`config.mk`:
```
export PLATFORM = sky130hd
export DESIGN_NAME = sdram_init_seq
export DESIGN_NICKNAME = d
export VERILOG_FILES = /design/src/rtl/sdram_init_pkg.sv /design/src/rtl/sdram_init_timer.sv /design/src/rtl/sdram_init_fsm.sv /design/src/rtl/sdram_init_drive.sv /design/src/rtl/sdram_init_seq.sv
export SDC_FILE = /design/constraint.sdc
export NUM_CORES = 1
export LEC_CHECK = 0
export ABC_AREA = 1
export CAP_MARGIN = 20
export CORE_AREA = 2 2 72 74
export DETAILED_ROUTE_END_ITERATION = 16
export DIE_AREA = 0 0 74 76
export GPL_TIMING_DRIVEN = 0
export PLACE_DENSITY_LB_ADDON = 0.1
export SYNTH_ARGS = -nofsm -noshare
export SYNTH_HDL_FRONTEND = slang
export SYNTH_SLANG_ARGS = --single-unit
```
`constraint.sdc`:
```
create_clock -name clk -period 2.3 [get_ports clk]
set_input_delay 0.23 -clock clk [delete_from_list [all_inputs] [get_ports clk]]
set_output_delay 0.23 -clock clk [all_outputs]
set_load 0.01 [all_outputs]
```
`src/rtl/sdram_init_pkg.sv`:
```
package sdram_init_pkg;

  typedef enum logic [2:0] {K_NOP, K_PRE, K_REF, K_MRS, K_EMR} cmd_kind_t;

  typedef enum logic [2:0] {
    ST_PWR, ST_PRE, ST_REF, ST_MRS, ST_EMR, ST_WAIT, ST_IDLE
  } seq_state_t;

  // {cs_n, ras_n, cas_n, we_n}
  localparam logic [3:0] PIN_NOP = 4'b0111;
  localparam logic [3:0] PIN_PRE = 4'b0010;
  localparam logic [3:0] PIN_REF = 4'b0001;
  localparam logic [3:0] PIN_MRS = 4'b0000;

  localparam logic [1:0] BA_STD = 2'b00;
  localparam logic [1:0] BA_EXT = 2'b10;

  function automatic int imax(input int a, input int b);
    return (a > b) ? a : b;
  endfunction

  // Standard word: [6:4] latency, [3] order, [2:0] length
  function automatic logic [6:0] std_word(input logic cl3, input logic [2:0] blen,
                                          input logic ilv);
    return {2'b01, cl3, ilv, blen};
  endfunction

  // Extended word: [6:5] drive, [4:3] temperature, [2:0] array part
  function automatic logic [6:0] ext_word(input logic [2:0] pasr, input logic [1:0] tcsr,
                                          input logic [1:0] drv);
    return {drv, tcsr, pasr};
  endfunction

endpackage

```
`src/rtl/sdram_init_timer.sv`:
```
module sdram_init_timer #(
  parameter int W = 8,
  parameter logic [W-1:0] RST_VAL = '0
) (
  input  logic         clk,
  input  logic         rst,
  input  logic         load,
  input  logic [W-1:0] load_val,
  output logic         zero
);

  logic [W-1:0] cnt_q;

  always_ff @(posedge clk) begin
    if (rst)              cnt_q <= RST_VAL;
    else if (load)        cnt_q <= load_val;
    else if (cnt_q != '0) cnt_q <= cnt_q - W'(1);
  end

  assign zero = (cnt_q == '0);

endmodule

```
`src/rtl/sdram_init_fsm.sv`:
```
module sdram_init_fsm
  import sdram_init_pkg::*;
#(
  parameter int NUM_REF = 2,
  parameter int T_RP    = 2,
  parameter int T_RFC   = 4,
  parameter int T_MRD   = 2,
  parameter int TW      = 8
) (
  input  logic          clk,
  input  logic          rst,
  input  logic          zero,
  input  logic          req_std,
  input  logic          req_ext,
  input  logic          banks_idle,
  output cmd_kind_t     kind,
  output logic          load,
  output logic [TW-1:0] load_val,
  output logic          idle_st,
  output logic          inited
);

  localparam int RW = $clog2(NUM_REF + 1);

  seq_state_t    state_q, after_q;
  logic [RW-1:0] ref_left_q;
  logic          pend_std_q, pend_ext_q;
  logic          inited_q;

  always_comb begin
    kind     = K_NOP;
    load     = 1'b0;
    load_val = '0;
    unique case (state_q)
      ST_PRE: begin kind = K_PRE; load = 1'b1; load_val = TW'(T_RP - 2);  end
      ST_REF: begin kind = K_REF; load = 1'b1; load_val = TW'(T_RFC - 2); end
      ST_MRS: begin kind = K_MRS; load = 1'b1; load_val = TW'(T_MRD - 2); end
      ST_EMR: begin kind = K_EMR; load = 1'b1; load_val = TW'(T_MRD - 2); end
      default: ;
    endcase
  end

  assign idle_st = (state_q == ST_IDLE);
  assign inited  = inited_q;

  always_ff @(posedge clk) begin
    if (rst) begin
      state_q    <= ST_PWR;
      after_q    <= ST_PRE;
      ref_left_q <= RW'(NUM_REF);
      pend_std_q <= 1'b1;
      pend_ext_q <= 1'b1;
      inited_q   <= 1'b0;
    end else begin
      unique case (state_q)
        ST_PWR:  if (zero) state_q <= ST_PRE;
        ST_PRE: begin
          state_q <= ST_WAIT;
          after_q <= ST_REF;
        end
        ST_REF: begin
          state_q    <= ST_WAIT;
          ref_left_q <= ref_left_q - RW'(1);
          if (ref_left_q == RW'(1)) after_q <= pend_std_q ? ST_MRS : ST_EMR;
          else                      after_q <= ST_REF;
        end
        ST_MRS: begin
          state_q <= ST_WAIT;
          after_q <= pend_ext_q ? ST_EMR : ST_IDLE;
        end
        ST_EMR: begin
          state_q <= ST_WAIT;
          after_q <= ST_IDLE;
        end
        ST_WAIT: if (zero) state_q <= after_q;
        ST_IDLE: begin
          inited_q <= 1'b1;
          if (inited_q && banks_idle && (req_std || req_ext)) begin
            pend_std_q <= req_std;
            pend_ext_q <= req_ext;
            state_q    <= req_std ? ST_MRS : ST_EMR;
          end
        end
        default: state_q <= ST_IDLE;
      endcase
    end
  end

endmodule

```
`src/rtl/sdram_init_drive.sv`:
```
module sdram_init_drive
  import sdram_init_pkg::*;
#(
  parameter int ADDR_W = 12
) (
  input  logic              clk,
  input  logic              rst,
  input  cmd_kind_t         kind,
  input  logic              idle_st,
  input  logic              cfg_cl3,
  input  logic [2:0]        cfg_burst_len,
  input  logic              cfg_interleave,
  input  logic [2:0]        cfg_pasr,
  input  logic [1:0]        cfg_tcsr,
  input  logic [1:0]        cfg_drive,
  output logic [3:0]        pins,
  output logic [1:0]        ba,
  output logic [ADDR_W-1:0] addr,
  output logic              busy
);

  logic [3:0]        pins_d;
  logic [1:0]        ba_d;
  logic [ADDR_W-1:0] addr_d;

  always_comb begin
    pins_d = PIN_NOP;
    ba_d   = '0;
    addr_d = '0;
    unique case (kind)
      K_PRE: begin pins_d = PIN_PRE; addr_d[10] = 1'b1; end
      K_REF: pins_d = PIN_REF;
      K_MRS: begin
        pins_d      = PIN_MRS;
        ba_d        = BA_STD;
        addr_d[6:0] = std_word(cfg_cl3, cfg_burst_len, cfg_interleave);
      end
      K_EMR: begin
        pins_d      = PIN_MRS;
        ba_d        = BA_EXT;
        addr_d[6:0] = ext_word(cfg_pasr, cfg_tcsr, cfg_drive);
      end
      default: ;
    endcase
  end

  always_ff @(posedge clk) begin
    if (rst) begin
      pins <= PIN_NOP;
      ba   <= '0;
      addr <= '0;
      busy <= 1'b1;
    end else begin
      pins <= pins_d;
      ba   <= ba_d;
      addr <= addr_d;
      busy <= ~idle_st;
    end
  end

endmodule

```
`src/rtl/sdram_init_seq.sv`:
```
module sdram_init_seq
  import sdram_init_pkg::*;
#(
  parameter int ADDR_W    = 12,
  parameter int PWRUP_CYC = 100,
  parameter int NUM_REF   = 2,
  parameter int T_RP      = 2,
  parameter int T_RFC     = 4,
  parameter int T_MRD     = 2
) (
  input  logic              clk,
  input  logic              rst,
  input  logic              cfg_cl3,
  input  logic [2:0]        cfg_burst_len,
  input  logic              cfg_interleave,
  input  logic [2:0]        cfg_pasr,
  input  logic [1:0]        cfg_tcsr,
  input  logic [1:0]        cfg_drive,
  input  logic              req_std,
  input  logic              req_ext,
  input  logic              banks_idle,
  output logic              cs_n,
  output logic              ras_n,
  output logic              cas_n,
  output logic              we_n,
  output logic [1:0]        ba,
  output logic [ADDR_W-1:0] addr,
  output logic              init_done,
  output logic              busy
);

  localparam int MAXT = imax(imax(PWRUP_CYC, T_RP), imax(T_RFC, T_MRD));
  localparam int TW   = $clog2(MAXT + 1);

  cmd_kind_t     kind;
  logic          load, zero, idle_st;
  logic [TW-1:0] load_val;
  logic [3:0]    pins;

  sdram_init_timer #(.W(TW), .RST_VAL(TW'(PWRUP_CYC - 1))) u_timer (
    .clk(clk), .rst(rst), .load(load), .load_val(load_val), .zero(zero)
  );

  sdram_init_fsm #(
    .NUM_REF(NUM_REF), .T_RP(T_RP), .T_RFC(T_RFC), .T_MRD(T_MRD), .TW(TW)
  ) u_fsm (
    .clk(clk), .rst(rst), .zero(zero), .req_std(req_std), .req_ext(req_ext),
    .banks_idle(banks_idle), .kind(kind), .load(load), .load_val(load_val),
    .idle_st(idle_st), .inited(init_done)
  );

  sdram_init_drive #(.ADDR_W(ADDR_W)) u_drive (
    .clk(clk), .rst(rst), .kind(kind), .idle_st(idle_st),
    .cfg_cl3(cfg_cl3), .cfg_burst_len(cfg_burst_len), .cfg_interleave(cfg_interleave),
    .cfg_pasr(cfg_pasr), .cfg_tcsr(cfg_tcsr), .cfg_drive(cfg_drive),
    .pins(pins), .ba(ba), .addr(addr), .busy(busy)
  );

  assign {cs_n, ras_n, cas_n, we_n} = pins;

endmodule

```
* Word level (Yosys, flattened, before mapping) *
Cells that the tools add are included.

storage, ports and cells
  flip-flop bits (word level) = 37
  input port bits = 17
  output and inout port bits = 20

cells by class
  $add $sub $neg = 2
  equal/unequal tests = 14
  muxes and demuxes = 18
  bitwise gates (word level) = 1
  reduce and logical (&&, ||, !) cells = 12

operators with widths
  kind                                               count
  one-hot mux 3 bit (4 select lines)                 3
  2-to-1 mux 3 bit                                   6
  2-to-1 mux 7 bit                                   2
  one-hot mux 7 bit (2 select lines)                 1
  == test 3 x 2 -> 1 bit (second input constant)     4
  == test 3 bit (second input constant)              4
  one-hot mux 3 bit (3 select lines)                 1
  zero test 7 bit                                    1
  nonzero test 7 bit                                 1
  subtractor 7 x 1 -> 7 bit (second input constant)  1
  == test 3 x 1 -> 1 bit (second input constant)     2
  2-to-1 mux 2 bit                                   3
  != test 2 x 1 -> 1 bit (second input constant)     2
  nonzero test 4 bit                                 1
  OR reduction 4 bit                                 1
  zero test 3 bit                                    1
  AND reduction 3 bit                                1
  == test 2 x 1 -> 1 bit (second input constant)     1
  logical AND 1 bit                                  2
  2-to-1 mux 1 bit                                   2
  != test 2 bit (second input constant)              1
  AND reduction 2 bit                                1
  nonzero test 2 bit                                 1
  OR reduction 2 bit                                 1
  other kinds (3)                                    3

* Depth between registers and ports, before layout *
  depth in word-level cells = 5
  mapped depth = 9
  gate-level depth less buffers = 9

* Modules after synthesis *
A second synthesis with hierarchy kept.

unflattened totals
  cells, all modules = 227
  area, all modules = 1636.6 um^2

by module, submodules not included
  module            times used  cells each  area each (um^2)  seq. area each (um^2)
  sdram_init_fsm    1           103         674.4             220.2
  sdram_init_drive  1           57          500.5             260.2
  sdram_init_timer  1           67          461.7             140.1

* Least setup slack after synthesis *
OpenSTA, ideal clock, no wires.

  kind = reg-to-reg
  from = register u_timer.cnt_q[0]
  to = register u_fsm.state_q[2]
  setup time = 0.111 ns
  data arrival time = 1.181 ns
  data required time = 2.189 ns
  setup slack = 1.008 ns
  cell stages (with the launch flop) = 10
  path buffers = 0
  cells stage by stage = dfxtp_1 -> inv_1 -> ha_1 -> inv_1 -> nor2_1 -> nand3_2 -> nand2_1 -> nand3_1 -> nor2_1 -> nor2_1

on the way
  longest elaborated chain between the ends = 3
  elaborated cells on any way between the ends = 4
  those cells by class = 2 x eq/ne; 2 x reduce/logical

RTL lines
  what                                     RTL line                RTL
  from (decl)                              sdram_init_timer.sv:12  logic [W-1:0] cnt_q;
  from (signal assigned)                   sdram_init_timer.sv:16  else if (load) cnt_q <= load_val;
  from (signal assigned)                   sdram_init_timer.sv:17  else if (cnt_q != '0) cnt_q <= cnt_q - W'(1);
  zero test 7 bit *                        sdram_init_timer.sv:20  assign zero = (cnt_q == '0);
  != test 2 x 1 -> 1 bit (no source line)  -
  AND reduction 3 bit (no source line) *   -
  to (signal assigned)                     sdram_init_fsm.sv:75    ST_WAIT: if (zero) state_q <= after_q;
  to (signal assigned)                     sdram_init_fsm.sv:81    state_q <= req_std ? ST_MRS : ST_EMR;
  to (decl)                                sdram_init_fsm.sv:25    seq_state_t state_q, after_q;

Every way passes the cells marked *; elsewhere a longest branch is shown, timed or not.
A chain may end at the register's enable or synchronous reset.

* Final worst setup path *
Ends and elaborated chain as after synthesis.

==> impl_results.md <==
- Nets: 240
- Root Buffer: clkbuf_8
- Std cell rows: 26
- Xor and xnor fraction of the mapped netlist area: 1.89%
- Clock period minus worst slack: 1.51 ns
- Wire length per cell: 10.9 µm
- Placed insts: 284
- DPL Wire Length: 2.29 mm
- RSZ-0062 raised after global routing: no
- Total cell area at the placement stage: 0.00179 mm²
- Setup ws final: 0.793 ns
- DIE AREA: 0.00562 mm²
- Internal power contribution: 1240 µW
- Quantity of hold-fixing buffers added after cts: 0
- Crit path max fanout: 10
- Chip Width: 74 µm
- Post-cts repair resize count: 0
- Share of power burned in registers: 37.2%
- Total count of hold-check failures in the final report: 0
- Drt initial violations: 57
- Synth top cells by count: 39 x nand2_1, 31 x dfxtp_1, 24 x nand3_1
- Mean instance size in the synthesized netlist: 7.74 µm²
- Total count of max-transition violations in the final report: 0
- Number of flops mapped to enable cells by yosys: 0
- Synth-to-Final Area Change: 35.9%
- Yosys synthesis warning count: 0
- Top achievable clock speed: 664 MHz
- Hold Path Class: in2reg
- Number of levels in the clock H-tree: 2
- Skew-Pair Late Insertion Delay: 0.29 ns
- Fraction of final layout cells with drive strength greater than 1: 16.2%
- Reported max-cap violation count: 0
- Top cell type's share of synthesized area: 44.6%
- Clock network fraction of total power: 24.7%
- Clock sink count: 31
- Count of TritonRoute iterations in the first routing pass: 4
- Maximum vdd drop: 0.405 mV
- Area of the mapped netlist: 0.00139 mm²
- Antenna cells: 0
- Count of antenna-violating nets left after detailed routing: 0
- Final TNS setup: 0 ns
- Layout Utilization: 38.5%
- Vias in the first global route: 1103
- Critical path class: reg2reg
- Number of port buffers: 29
- CTS tree: done
- Mux share of post-synthesis cell area: 0%
- Multi-input gate area in the final layout: 647 µm²
- Filler Cells Inserted: 509
- Total Routing Usage GR: 12.6%
- Post-route cell area: 0.00189 mm²
- Sequential Area: 621 µm²
- Ratio of routed vias to standard cells: 4.13
- Maximum number of pins on one net before global-route repair: 11
- Ranking of synthesized cells by area: dfxtp_1 45%, nand2_1 11%, nand3_1 8.6%, buf_4 4.3%, nor2_1 3.8%
- Transition time at the pin with the least slew margin: 0.552 ns
- Max-Slew Margin vs Limit: 63.2%
- Flip-flop and latch count after synthesis: 31
- Wire length of the first global-routing pass: 5.45 mm
- Post-route non-filler standard cell count: 292
- Library cell occupying the most area in the post-synthesis netlist: dfxtp_1
- Cell with the most instances after synthesis: nand2_1
- Post-CTS setup buffer count: 0
- Area of the core region: 0.00491 mm²
- Routability Congestion: 0.758
- Power Density: 1040 mW/mm²
- Net switching share of the total power: 37.1%
- Synthesized-area fraction occupied by adder cells: 1.80%
- Post-Synth Simple-Gate Area: 34.1%
- Antenna violations before repair: 0
- Via count of the routed design: 1205
- Number of standard cells after synthesis: 180
- Fraction of synthesis flops using an asynchronous set or reset pin: 0%
- Remaining routing DRC violations: 0
- Sequential share of the synthesized area: 44.6%
- Required time at the worst-slack endpoint: 2.48 ns
- Layout Skew: 0.0118 ns
- Total CTS buffers: 5
- Leakage power summed over all cells: 0.000833 µW
- Status: finished, final reports clean
- Setup violation total in the final timing report: 0
- Dominant combinational cell family by area after synthesis: simple AND/OR/NAND/NOR gates
- Compound-Gate Fraction of Synth Area: 7.01%
- Top FF cell, synth: dfxtp_1
- Die H: 76 µm
- Overflow after GRT: 0
- Routed wire length: 3.17 mm
- Switching component of the power: 728 µW
- Library cells used by synthesis: 29
- Final critical-path share of the clock period: 65.5%
- Ports: 37
- Worst Setup End Kind: register
- Clock buffer depth: 2
- Initial standard-cell utilization of the core: 28.3%
- Clock input transition at the sequential cells of the worst setup and hold paths: 0.07 ns
- Worst slack at placement: 0.836 ns
- Data arrival time at the worst-slack endpoint: 1.68 ns
- Combinational share of power: 38.1%
- Critical Path Start Type: register
final cells by class:
cell class	count	share of cell area [%]
multi-input cells	125	34.2
flip-flops and latches	31	32.8
repair buffers	29	15.3
clock buffers	7	5.09
well taps	70	4.63
plain buffers	11	3.90
inverters	18	3.70
clock inverters	1	0.397
sequential cells by signal (all words and copies together), names as in the netlist:
| name | cells |
|---|---|
| u_fsm.after_q | 3 |
| u_fsm.state_q | 3 |
| u_fsm.pend_std_q | 1 |
| u_drive.ba | 1 |
| u_drive.addr | 8 |
| u_timer.cnt_q | 7 |
| u_fsm.inited | 1 |
| u_drive.pins | 3 |
| u_fsm.pend_ext_q | 1 |
| u_fsm.ref_left_q | 2 |
| u_drive.busy | 1 |
per-stage QoR:
step / hold slack, ns / power, µW
final: 0.310 / 1960
after global routing: 0.314 / 2130
after CTS: 0.297 / 1990
after detailed placement: 0.447 / 1500
after global placement: 0.448 / 1500
after floorplan: 0.333 / 1280
worst max-delay path: stages (launching register included):
cell     delay, ns
dfxtp_1       0.33
inv_1         0.07
ha_1          0.21
inv_1         0.05
nor2_1        0.11
nand3_2       0.21
nand2_1       0.19
nand3_1       0.08
nor2_1        0.09
nor2_1        0.04
final timing paths:
| path | startpoint | to | slack [ns] | cells past startpoint |
|---|---|---|---|---|
| worst max register to register | u_timer.cnt_q[0] | u_fsm.state_q[2] | 0.79 | 9 |
| worst min-delay path | rst | u_timer.cnt_q[4] | 0.31 | 2 |
| worst max-delay path | u_timer.cnt_q[0] | u_fsm.state_q[2] | 0.79 | 9 |
| worst min register to register | u_fsm.ref_left_q[0] | u_fsm.ref_left_q[0] | 0.47 | 1 |
routing by layer:
metal  up-vias  wire [µm]  global-route usage (%)
met5         -          0                       0
met3         7        134                    4.50
met2        17       1400                    17.7
li1        657          -                       -
met4         0         48                    4.36
met1       524       1590                    17.8
power groups by stage:
| stage | Clock [µW] | Sequential (µW) | Combinational, µW |
|---|---|---|---|
| after detailed placement | 0 | 743 | 755 |
| after CTS | 503 | 731 | 759 |
| after global routing | 527 | 747 | 852 |
| final | 486 | 730 | 748 |
| after floorplan | 0 | 748 | 535 |
| after global placement | 0 | 745 | 756 |
cell families after synthesis:
group                    count (synthesis)
AND/OR/NAND/NOR                         96
flip-flops                              31
buffers and inverters                   29
AO/OA/AOI/OAI                           18
XOR/XNOR                                 3
adder cells (fa/ha/maj)                  2
other                                    1
cell usage in the layout (no fill, tap or decap):
cell type,synthesis,routed
nor4_1,1,1
nor2_1,14,14
conb_1,1,6
nor2_2,3,3
nand2_4,1,1
clkdlybuf4s50_1,0,29
ha_1,2,2
a21oi_1,7,7
dfxtp_1,31,31
buf_4,8,8
buf_2,2,2
nand2_1,39,39
nand3_4,1,1
xor2_1,2,2
clkbuf_8,0,7
nor3b_1,1,1
o21ai_0,8,8
o21ai_2,1,1
xnor2_1,1,1
clkbuf_1,1,1
nand2_2,2,2
nand3_1,24,24
nand3_2,3,3
nor3_1,1,1
inv_4,1,1
inv_2,4,4
nand4_1,4,4
o211ai_1,1,1
clkinvlp_4,0,1
nor2_4,2,2
inv_1,13,13
a31oi_1,1,1
Note: power is estimated with default switching activity, not from simulation.
